## src/rtl/burst_prefixer_pkg.sv

```systemverilog
package burst_prefixer_pkg;
  typedef enum logic [1:0] {
    PH_IDLE  = 2'd0,
    PH_GUARD = 2'd1,
    PH_TAIL  = 2'd2,
    PH_DATA  = 2'd3
  } phase_e;
endpackage

```

## src/rtl/bp_mode_reg.sv

```systemverilog
module bp_mode_reg #(
  parameter int MODE_W    = 16,
  parameter int FIELD_LSB = 7,
  parameter int FIELD_W   = 4,
  parameter int GUARD_OFS = 4,
  parameter int GUARD_MAX = 8,
  parameter int CNT_W     = 8
) (
  input  logic              clk_i,
  input  logic              rst_ni,
  input  logic              we_i,
  input  logic [MODE_W-1:0] wdata_i,
  output logic [MODE_W-1:0] mode_o,
  output logic [CNT_W-1:0]  guard_n_o,
  output logic              err_o
);
  logic [MODE_W-1:0]  mode_q;
  logic [FIELD_W-1:0] field;
  logic [CNT_W-1:0]   raw_n;

  always_ff @(posedge clk_i or negedge rst_ni) begin
    if (!rst_ni)   mode_q <= '0;
    else if (we_i) mode_q <= wdata_i;
  end

  assign field = mode_q[FIELD_LSB +: FIELD_W];
  assign raw_n = {{(CNT_W-FIELD_W){1'b0}}, field} + CNT_W'(GUARD_OFS);

  always_comb begin
    err_o     = raw_n > CNT_W'(GUARD_MAX);
    guard_n_o = err_o ? CNT_W'(GUARD_MAX) : raw_n;
  end

  assign mode_o = mode_q;

  // an out-of-range field always lands on the ceiling
  p_err_at_ceiling_r6: assert property (@(posedge clk_i) disable iff (!rst_ni)
    err_o |-> (guard_n_o == CNT_W'(GUARD_MAX)));
endmodule

```

## src/rtl/bp_phase_ctrl.sv

```systemverilog
module bp_phase_ctrl
  import burst_prefixer_pkg::*;
#(
  parameter int PAY_LEN  = 142,
  parameter int TAIL_LEN = 3,
  parameter int CNT_W    = 8
) (
  input  logic             clk_i,
  input  logic             rst_ni,
  input  logic             start_i,
  input  logic             bit_en_i,
  input  logic [CNT_W-1:0] guard_n_i,
  output phase_e           phase_o,
  output logic             load_o,
  output logic             shift_o,
  output logic             last_o
);
  phase_e           phase_q, phase_d;
  logic [CNT_W-1:0] cnt_q, cnt_d;

  always_comb begin
    phase_d = phase_q;
    cnt_d   = cnt_q;
    unique case (phase_q)
      PH_IDLE: if (start_i) begin
        phase_d = PH_GUARD;
        cnt_d   = guard_n_i - 1'b1;
      end
      PH_GUARD: if (bit_en_i) begin
        if (cnt_q == '0) begin
          phase_d = PH_TAIL;
          cnt_d   = CNT_W'(TAIL_LEN - 1);
        end else cnt_d = cnt_q - 1'b1;
      end
      PH_TAIL: if (bit_en_i) begin
        if (cnt_q == '0) begin
          phase_d = PH_DATA;
          cnt_d   = CNT_W'(PAY_LEN - 1);
        end else cnt_d = cnt_q - 1'b1;
      end
      PH_DATA: if (bit_en_i) begin
        if (cnt_q == '0) phase_d = PH_IDLE;
        else             cnt_d   = cnt_q - 1'b1;
      end
      default: phase_d = PH_IDLE;
    endcase
  end

  always_ff @(posedge clk_i or negedge rst_ni) begin
    if (!rst_ni) begin
      phase_q <= PH_IDLE;
      cnt_q   <= '0;
    end else begin
      phase_q <= phase_d;
      cnt_q   <= cnt_d;
    end
  end

  assign phase_o = phase_q;
  assign load_o  = (phase_q == PH_IDLE) && start_i;
  assign shift_o = (phase_q == PH_DATA) && bit_en_i;
  assign last_o  = shift_o && (cnt_q == '0);

  // a start during a burst without a strobe leaves the sequencer untouched
  p_start_busy_ignored_r9: assert property (@(posedge clk_i) disable iff (!rst_ni)
    (phase_q != PH_IDLE && start_i && !bit_en_i) |=> ($stable(cnt_q) && $stable(phase_q)));
  // a burst always opens with at least four guard bits
  p_guard_floor_r2: assert property (@(posedge clk_i) disable iff (!rst_ni)
    (phase_q == PH_IDLE && start_i) |=> (phase_q == PH_GUARD && cnt_q >= CNT_W'(3)));
endmodule

```

## src/rtl/bp_payload_sr.sv

```systemverilog
module bp_payload_sr #(
  parameter int PAY_LEN = 142
) (
  input  logic               clk_i,
  input  logic               rst_ni,
  input  logic               load_i,
  input  logic               shift_i,
  input  logic [PAY_LEN-1:0] data_i,
  output logic               msb_o
);
  logic [PAY_LEN-1:0] sr_q;

  always_ff @(posedge clk_i or negedge rst_ni) begin
    if (!rst_ni)       sr_q <= '0;
    else if (load_i)   sr_q <= data_i;
    else if (shift_i)  sr_q <= {sr_q[PAY_LEN-2:0], 1'b0};
  end

  assign msb_o = sr_q[PAY_LEN-1];

  // buffer holds between shifts
  p_hold_no_shift_r5: assert property (@(posedge clk_i) disable iff (!rst_ni)
    (!load_i && !shift_i) |=> $stable(sr_q));
endmodule

```

## src/rtl/burst_prefixer.sv

```systemverilog
module burst_prefixer
  import burst_prefixer_pkg::*;
#(
  parameter int MODE_W    = 16,
  parameter int FIELD_LSB = 7,
  parameter int FIELD_W   = 4,
  parameter int GUARD_OFS = 4,
  parameter int GUARD_MAX = 8,
  parameter int TAIL_LEN  = 3,
  parameter int PAY_LEN   = 142
) (
  input  logic               clk_i,
  input  logic               rst_ni,
  input  logic               cfg_we_i,
  input  logic [MODE_W-1:0]  cfg_wdata_i,
  output logic [MODE_W-1:0]  cfg_o,
  output logic               guard_err_o,
  input  logic               start_i,
  input  logic [PAY_LEN-1:0] payload_i,
  input  logic               bit_en_i,
  output logic               bit_o,
  output logic               valid_o,
  output logic               done_o
);
  localparam int CNT_W = $clog2(PAY_LEN + 1);

  logic [CNT_W-1:0] guard_n;
  phase_e           phase;
  logic             load, shift, last, pay_msb;
  logic             bit_q, valid_q, done_q;

  bp_mode_reg #(
    .MODE_W(MODE_W), .FIELD_LSB(FIELD_LSB), .FIELD_W(FIELD_W),
    .GUARD_OFS(GUARD_OFS), .GUARD_MAX(GUARD_MAX), .CNT_W(CNT_W)
  ) u_mode (
    .clk_i, .rst_ni,
    .we_i(cfg_we_i), .wdata_i(cfg_wdata_i),
    .mode_o(cfg_o), .guard_n_o(guard_n), .err_o(guard_err_o)
  );

  bp_phase_ctrl #(
    .PAY_LEN(PAY_LEN), .TAIL_LEN(TAIL_LEN), .CNT_W(CNT_W)
  ) u_ctrl (
    .clk_i, .rst_ni,
    .start_i, .bit_en_i, .guard_n_i(guard_n),
    .phase_o(phase), .load_o(load), .shift_o(shift), .last_o(last)
  );

  bp_payload_sr #(.PAY_LEN(PAY_LEN)) u_sr (
    .clk_i, .rst_ni,
    .load_i(load), .shift_i(shift), .data_i(payload_i), .msb_o(pay_msb)
  );

  always_ff @(posedge clk_i or negedge rst_ni) begin
    if (!rst_ni) begin
      bit_q   <= 1'b0;
      valid_q <= 1'b0;
      done_q  <= 1'b0;
    end else begin
      valid_q <= bit_en_i && (phase != PH_IDLE);
      done_q  <= last;
      if (bit_en_i) begin
        unique case (phase)
          PH_GUARD: bit_q <= 1'b1;
          PH_TAIL:  bit_q <= 1'b0;
          PH_DATA:  bit_q <= pay_msb;
          default:  bit_q <= 1'b0;
        endcase
      end
    end
  end

  assign bit_o   = bit_q;
  assign valid_o = valid_q;
  assign done_o  = done_q;

  p_guard_ones_r3: assert property (@(posedge clk_i) disable iff (!rst_ni)
    (phase == PH_GUARD && bit_en_i) |=> (valid_o && bit_o));
  p_tail_zero_r4: assert property (@(posedge clk_i) disable iff (!rst_ni)
    (phase == PH_TAIL && bit_en_i) |=> (valid_o && !bit_o));
  p_valid_needs_strobe_r7: assert property (@(posedge clk_i) disable iff (!rst_ni)
    valid_o |-> $past(bit_en_i));
  p_done_with_valid_r8: assert property (@(posedge clk_i) disable iff (!rst_ni)
    done_o |-> valid_o);
  p_done_single_r8: assert property (@(posedge clk_i) disable iff (!rst_ni)
    done_o |=> !done_o);
endmodule

```

## config.mk

```make
export PLATFORM = sky130hd
export DESIGN_NAME = burst_prefixer
export DESIGN_NICKNAME = d
export VERILOG_FILES = /design/src/rtl/burst_prefixer_pkg.sv /design/src/rtl/bp_mode_reg.sv /design/src/rtl/bp_phase_ctrl.sv /design/src/rtl/bp_payload_sr.sv /design/src/rtl/burst_prefixer.sv
export SDC_FILE = /design/constraint.sdc
export NUM_CORES = 1
export LEC_CHECK = 0
export CAP_MARGIN = 20
export CORE_ASPECT_RATIO = 0.5
export CORE_UTILIZATION = 54
export DETAILED_ROUTE_END_ITERATION = 16
export PLACE_DENSITY = 0.83
export SKIP_LAST_GASP = 1
export SLEW_MARGIN = 25
export SYNTH_ARGS = -nofsm -noshare
export SYNTH_HDL_FRONTEND = slang
export SYNTH_SLANG_ARGS = --single-unit
```

## constraint.sdc

```tcl
create_clock -name clk_i -period 5.5 [get_ports clk_i]
set_input_delay 1.1 -clock clk_i [delete_from_list [all_inputs] [get_ports clk_i]]
set_output_delay 1.1 -clock clk_i [all_outputs]
set_load 0.1 [all_outputs]
```

; ---- After elaboration in Yosys (flattened, before gate mapping)
; Cells that the tools add are included.
[op_classes]
n_mux = 20
multipliers = 0
n_lt_le_gt_ge = 1
eq_ne = 11
bitwise_logic = 0
reduce_logical = 10
n_shift = 0
n_div = 0
n_addsub = 3
[ops]
columns = op, count
row1 = two-way mux 142 bit, 2
row2 = two-way mux 8 bit, 8
row3 = one-hot mux 8 bit (4 select lines), 1
row4 = subtractor 8 x 1 -> 8 bit (second input constant), 2
row5 = two-way mux 2 bit, 7
row6 = != test 2 bit (second input constant), 5
row7 = > comparator 8 x 4 -> 1 bit (second input constant), 1
row8 = logical NOT 8 bit, 1
row9 = one-hot mux 2 bit (4 select lines), 1
row10 = AND reduction 7 bit, 1
row11 = != test 2 x 1 -> 1 bit (second input constant), 3
row12 = adder 4 x 3 -> 5 bit (second input constant), 1
row13 = AND reduction 5 bit, 1
row14 = equality test 2 bit (second input constant), 2
row15 = logical AND 1 bit, 4
row16 = nonzero test 2 bit, 2
row17 = equality test 2 x 1 -> 1 bit (second input constant), 1
row18 = logical NOT 2 bit, 1
row19 = one-hot mux 1 bit (2 select lines), 1
[word_totals]
mem_bits_ro = 0
word_cells = 52
inputBits = 163
ff_bits = 171
out_inout_bits = 20
latchBits = 0
n_memories = 0
ram_bits = 0

; ---- Depth between registers and ports, before layout
; Gate-level depths: netlist of run 1.
[logic_depth]
word_depth = 6
mapped_depth = 9
depth_no_buf = 7

; ---- Modules after synthesis
; A second synthesis of run 1 with hierarchy kept.
[unflattened]
hier_cells = 780
area_unflattened_um2 = 8286.7
[by_module_without_submodules]
columns = module, seq_area_each_um2, instances, cells_each, area_each_um2
row1 = bp_payload_sr, 3553.4, 1, 615, 6518.8
row2 = bp_phase_ctrl, 250.2, 1, 112, 937.1
row3 = bp_mode_reg, 400.4, 1, 45, 714.4
row4 = burst_prefixer, 75.1, 1, 8, 116.4

; ---- Worst setup path before layout of run 1
; Ideal clock, no wire load.
[synth_path]
path_kind = reg-to-output
from = reg u_mode.mode_q[7], in the netlist u_mode.mode_o[7]
to = out guard_err_o
required_time_ns = 4.400
path_stages_with_launch = 3
t_arrival_ns = 1.896
path_buffers = 0
slack_ns = 2.504
path_cell_list = dfrtp_1 o21ai_0 nand2b_1
[synth_via]
elab_chain_len = 2
[synth_lines]
columns = item, line_no
row1 = from (decl), bp_mode_reg.sv:17  ; logic [MODE_W-1:0] mode_q;
row2 = from (signal assigned), bp_mode_reg.sv:23  ; else if (we_i) mode_q <= wdata_i;
row3 = adder 4 x 3 -> 5 bit, bp_mode_reg.sv:27  ; assign raw_n = {{(CNT_W-FIELD_W){1'b0}}, field} + CNT_W'(GUARD_OFS);
row4 = > comparator 8 x 4 -> 1 bit, bp_mode_reg.sv:30  ; err_o = raw_n > CNT_W'(GUARD_MAX);
row5 = to (decl), burst_prefixer.sv:17  ; output logic guard_err_o,
; No other way between the ends.

; ---- Final worst setup path of run 1
; Ends and elaborated chain as after synthesis.

==> summary.txt, run 1 <==
CTS
  • Max Buffers Root-to-Sink: 2
  • Worst-skew pair later-pin latency: 0.42 ns
  • Cts bufs inserted: 17
  • CTS Hold Bufs: 0
  • Post-CTS Setup Inserts: 0
  • CTS tree: yes
  • CTS H-Tree Depth: 4
  • Root buffer cell: clkbuf_16
  • CTS Sinks: 171
  • Gates resized, CTS repair: 0
  • Clk slew on worst S/H paths: 0.07 ns

Critical path
  • Worst setup SP type: register
  • Critical Path Max Stage Delay: 1.13 ns
  • Kind of critical path: register to output pin
  • CP Capture Type: output pin
  • CP required: 4.40 ns
  • CP cell instances: o21ai_0, nand2b_1, clkdlybuf4s50_1
  • Worst Path Max Fanout: 5
  • Worst path slowest cell: clkdlybuf4s50_1
  • CP arrival: 2.14 ns

Floorplan
  • Die height: 87.7 µm
  • I/O Pins: 183
  • Die width: 173 µm
  • Die area: 15200 µm²
  • Core area: 13900 µm²
  • Core Rows: 30
  • Starting density of the core: 0.570

Synth
  • Sequential share of the synthesized area: 0.539
  • Synthesized instance count: 754
  • Post-synth ARST share: 1.00
  • Most used DFF post-synth: dfrtp_1
  • Top-area cell type share of the netlist area: 0.539
  • Most frequent cells after synthesis: 171 x dfrtp_1, 156 x nand2_1, 148 x o21ai_0, 143 x mux2i_1, 23 x buf_2
  • Number of flops mapped to enable cells by yosys: 0
  • Synth top area cells: dfrtp_1 54%, mux2i_1 18%, o21ai_0 9.3%, nand2_1 7.4%, mux2_2 2.4%
  • Top-count cell post-synth: dfrtp_1
  • Synthesized area: 7940 µm²
  • Synthesized flop and latch total: 171
  • Yosys Warn Count: 0
  • Synth area leader: dfrtp_1
  • Post-synth cell types: 40
  • Synthesized area per cell: 10.5 µm²
  • Post-Syn Nets: 924

STA
  • Final-report hold violation count: 0
  • Slew Viols, Final: 0
  • Fin Hold WS: 0.510 ns
  • Fmax achieved: 309 MHz
  • Setup Skew: 0.00804 ns
  • Worst Tran Pin Value: 1.03 ns
  • Final TNS setup: 0 ns
  • Final WS setup: 2.26 ns
  • Final cycle utilization of the critical path: 0.589
  • RSZ-0062 raised after global routing: false
  • Headroom to the max-slew limit: 0.309
  • Final setup violation count: 0
  • Fin crit period: 3.24 ns

Placed design
  • DP Worst Slack: 2.07 ns
  • HPWL after DPL: 11400 µm
  • Port bufs: 182
  • Gpl congestion: 0.856

Detailed routing
  • WL/cell: 15.1 µm
  • Drt total wl: 16900 µm
  • Initial DRC Count: 319
  • Vias/cell: 5.34
  • Drt first pass iters: 5
  • Post-route ant nets: 0
  • DRC violations left: 0
  • Via count: 5965

Outcome
  • Status: finished, final reports clean

Cells and area
  • Fillers: 948
  • Layout area overhead: 31.4%
  • Final Util: 0.749
  • Register area: 4280 µm²
  • ANT cells: 0
  • Footprint of the multi-input gates: 3420 µm²
  • Final #Nets: 1081
  • Share of cells above drive strength 1: 0.0693

Global routing
  • Grt ovf: 0
  • Largest net degree at the start of global routing: 133
  • Initial antenna violation count: 0
  • GRT Util Overall: 0.235
  • First-pass GRT wire length: 28500 µm
  • Number of global-route vias before repair: 5929

Pwr
  • Tot Pwr: 5.18 mW
  • VDD IR max: 279 µV
  • Leakage power figure: 5.08 nW
  • Pwr/cell area: 496 nW/µm²

Flow run
  • Max-cap violation count: 0

Hold path
  • Hold Crit Class: register to register
-- per-layer routing --
layer	vias to the layer above	share of wire	GRT usage
li1	2940	-	-
met1	2878	0.46	0.305
met2	130	0.49	0.408
met3	17	0.036	0.0469
met4	0	0.013	0.0692
met5	-	0	0
-- worst paths after layout --
path / startpoint / end / slack [ns] / cells past startpoint
worst max register to register: u_ctrl.phase_o[0] / u_sr.sr_q[10] / 2.96 / 5
worst max-delay path: u_mode.mode_o[7] / guard_err_o / 2.26 / 3
worst min register to register: u_mode.mode_o[4] / u_mode.mode_o[4] / 0.51 / 1
min in group asynchronous: rst_ni / u_sr.sr_q[57] / 0.75 / 1
worst min-delay path: u_mode.mode_o[4] / u_mode.mode_o[4] / 0.51 / 1
max in group asynchronous: rst_ni / u_ctrl.cnt_q[2] / 3.69 / 2
-- metrics by stage --
stage / cell area, µm² / cells
finish: 10400 / 1116
global placement: 9860 / 1084
detailed placement: 9860 / 1084
CTS: 10400 / 1116
global route: 10400 / 1116
floorplan: 7940 / 754
-- where the power goes --
part | internal [mW] | switching [mW] | total, mW
combinational | 0.821 | 1.04 | 1.86
sequential | 1.81 | 0.331 | 2.15
clock | 0.649 | 0.519 | 1.17
total | 3.28 | 1.89 | 5.18
-- logic make-up (layout without fill, tap and decap cells) --
group,after synthesis,count (layout),synth area share
AND/OR/NAND/NOR,190,190,0.0995
flip-flops,171,171,0.539
adder cells (fa/ha/maj),7,7,0.0110
buffers and inverters,56,226,0.0311
XOR/XNOR,1,1,0.00110
multiplexers,160,160,0.204
AO/OA/AOI/OAI,169,169,0.114
-- worst max-delay path: cells and delay by family (launching register included) --
family          cells  cell delay, ns
compound gates      1            0.11
buf+inv             1            1.13
flops               1            0.41
simple gates        1            0.08
-- cell type report --
cell class / instances / area share
Sequential cell: 171 / 0.410
Multi-Input combinational cell: 527 / 0.328
Timing Repair Buffer: 188 / 0.182
Clock buffer: 19 / 0.0425
Tap cell: 192 / 0.0230
Clock inverter: 13 / 0.0126
Inverter: 6 / 0.00216
-- state kept, by name, summed over array words and instances, names as in the netlist --
signal	flops
valid_o	1
u_ctrl.phase_o	2
u_sr.sr_q	142
u_ctrl.cnt_q	8
u_mode.mode_o	16
done_o	1
bit_o	1
-- layout by cell type (no fill, tap or decap), types with 2 or more instances in the layout --
cell type and count:
inv_6 6, a31oi_1 2, nor4_1 2, nor3_1 3, nand3_1 2, a21oi_1 8, nor2b_1 2, clkinvlp_4 2
clkbuf_16 17, buf_12 2, and2_1 2, nor2_1 14, o21ai_0 148, ha_1 7, inv_1 6, mux2_2 17
clkdlybuf4s50_1 181, buf_4 4, clkinv_4 2, dfrtp_1 171, mux2i_1 143, nand2_1 155
(Power assumes the default switching activity.)
==> inputs of run 2 (changes only) <==
- CORE_UTILIZATION: 54 -> 50
- PLACE_DENSITY: 0.83 -> 0.78
- clock period: 5.5 -> 3.4 ns (I/O delays scaled with it)
==> run 2 against run 1 <==
Compared with the run above:
- sequential cell count stayed put
- utilization fell by 6.9 points
- die area is 7.9% higher
- combinational power grew 63%
- worst setup slack worse by 1.5 ns
- hold slack worse by 0.22 ns
- final cell count up 1.1%
- via count down 0.64%
- routed wire length down 0.60%
- sequential share of layout area shrank 0.32 points
- first-iteration DRC count increased by 24%
==> summary.txt, run 2 (synthesis gave the netlist of run 1 again) <==
Cells and area
  • Fillers: 1192
  • Layout area overhead: 32.5%
  • Commonest non-fill, non-tap cell in the layout: clkdlybuf4s50_1
  • Share of cells above drive strength 1: 0.0747
  • Max reg flops: 142
  • ANT cells: 0
  • Final #Nets: 1082
  • Design Area, Final: 10500 µm²
  • Biggest register: u_sr.sr_q
  • Most frequent cells in the layout: 176 x clkdlybuf4s50_1, 171 x dfrtp_1, 155 x nand2_1

Pwr
  • Leakage power figure: 5.12 nW
  • Pwr/cell area: 804 nW/µm²
  • VDD IR max: 473 µV

CTS
  • Gates resized, CTS repair: 0
  • CTS tree: yes
  • Post-CTS Setup Inserts: 0
  • Max Buffers Root-to-Sink: 2
  • CTS Sinks: 171
  • CTS H-Tree Depth: 4
  • Worst-skew pair later-pin latency: 0.42 ns
  • Root buffer cell: clkbuf_16
  • Clk slew on worst S/H paths: 0.06 ns
  • Cts bufs inserted: 17
  • CTS Hold Bufs: 0

Global routing
  • First-pass GRT wire length: 28400 µm
  • GRT Util Overall: 0.214
  • Number of global-route vias before repair: 6028
  • Grt ovf: 0
  • Initial antenna violation count: 0
  • Global Route met1 Usage: 0.278
  • GR Util met3: 0.0369
  • Met2 usage: 0.365
  • GRT busiest layer: met2
  • Largest net degree at the start of global routing: 125

STA
  • Setup Skew: 0.00814 ns
  • Fin crit period: 2.62 ns
  • Final cycle utilization of the critical path: 0.771
  • Headroom to the max-slew limit: 0.342
  • Fmax achieved: 382 MHz
  • Worst Tran Pin Value: 0.984 ns
  • RSZ-0062 raised after global routing: false
  • Final setup violation count: 0
  • Slew Viols, Final: 0
  • Final-report hold violation count: 0
  • Final TNS setup: 0 ns

Detailed routing
  • DRC violations left: 0
  • Initial DRC Count: 394
  • Drt first pass iters: 8
  • WL/cell: 14.9 µm
  • Drt total wl: 16800 µm
  • Vias/cell: 5.25
  • Post-route ant nets: 0
  • Via count: 5927

Floorplan
  • Core area: 15500 µm²
  • Die area: 16400 µm²
  • Starting density of the core: 0.514
  • Die height: 91.1 µm
  • I/O Pins: 183
  • Die width: 180 µm
  • Core Rows: 32

Critical path
  • Worst setup SP type: register
  • Critical Path Max Stage Delay: 1.14 ns
  • Worst path slowest cell: clkdlybuf4s50_1
  • Kind of critical path: register to output pin
  • CP required: 2.72 ns
  • CP Capture Type: output pin
  • Worst Path Max Fanout: 4
  • Crit path buffers/inverters: 1
  • Crit-path leading delay family: buffers and inverters
  • CP cell instances: clkdlybuf4s50_1
  • CP arrival: 1.94 ns

Placed design
  • Area after DPL: 9920 µm²
  • HPWL after DPL: 11400 µm
  • Port bufs: 182
  • Gpl congestion: 0.851

Outcome
  • Status: finished, final reports clean

Hold path
  • Hold Crit Class: input port to async pin

Flow run
  • Max-cap violation count: 0
## run 2: cell types whose count changed in the layout (fill, tap and decap cells not counted)
cell and change:
clkinv_2 +1, buf_4 +2, clkinv_4 +1, bufinv_16 +2, clkdlybuf4s50_1 -5, inv_6 -3, buf_12 +4, inv_8 -1
clkbuf_8 -1
## run 2: final timing paths
kind,startpoint,end,slack (ns),cells after the start
max,u_mode.mode_o[10],cfg_o[10],0.78,1
min,rst_ni,u_sr.sr_q[110],0.29,1
max reg2reg,u_ctrl.phase_o[0],u_ctrl.cnt_q[5],1.24,6
min reg2reg,u_mode.mode_o[4],u_mode.mode_o[4],0.51,1
max in group asynchronous,rst_ni,u_sr.sr_q[62],2.31,2
min in group clk_i,u_mode.mode_o[4],u_mode.mode_o[4],0.51,1
## run 2: area by class of cell
cell class	count	area, µm²	area share
flip-flops and latches	171	4280	0.407
multi-input cells	527	3420	0.325
repair buffers	189	1940	0.184
clock buffers	18	429	0.0408
well taps	204	255	0.0243
clock inverters	13	168	0.0159
inverters	6	22.5	0.00214
## run 2: stage by stage
| stage | cells | setup WS (ns) | total power, mW | utilization | hold slack [ns] |
|---|---|---|---|---|---|
| 6_report | 1128 | 0.780 | 8.46 | 0.680 | 0.293 |
| 4_1_cts | 1128 | 0.759 | 8.53 | 0.680 | 0.370 |
| 2_1_floorplan | 754 | 0.824 | 5.66 | - | 0.384 |
| 5_1_grt | 1128 | 0.727 | 9.06 | 0.680 | 0.397 |
| 3_3_place_gp | 1097 | 0.793 | 6.34 | 0.642 | 0.488 |
| 3_5_place_dp | 1097 | 0.735 | 6.51 | 0.642 | 0.494 |
## run 2: routing by layer
layer | up-vias | wire length, µm
met2 | 125 | 8330
li1 | 2929 | -
met3 | 24 | 537
met4 | 0 | 279
met1 | 2849 | 7650
met5 | - | 0
## run 2: where the power goes
group / switching (mW) / internal, mW / leakage, nW
clock: 0.814 / 1.16 / 0.287
combinational: 1.68 / 1.35 / 2.71
sequential: 0.523 / 2.93 / 2.12
total: 3.02 / 5.44 / 5.12
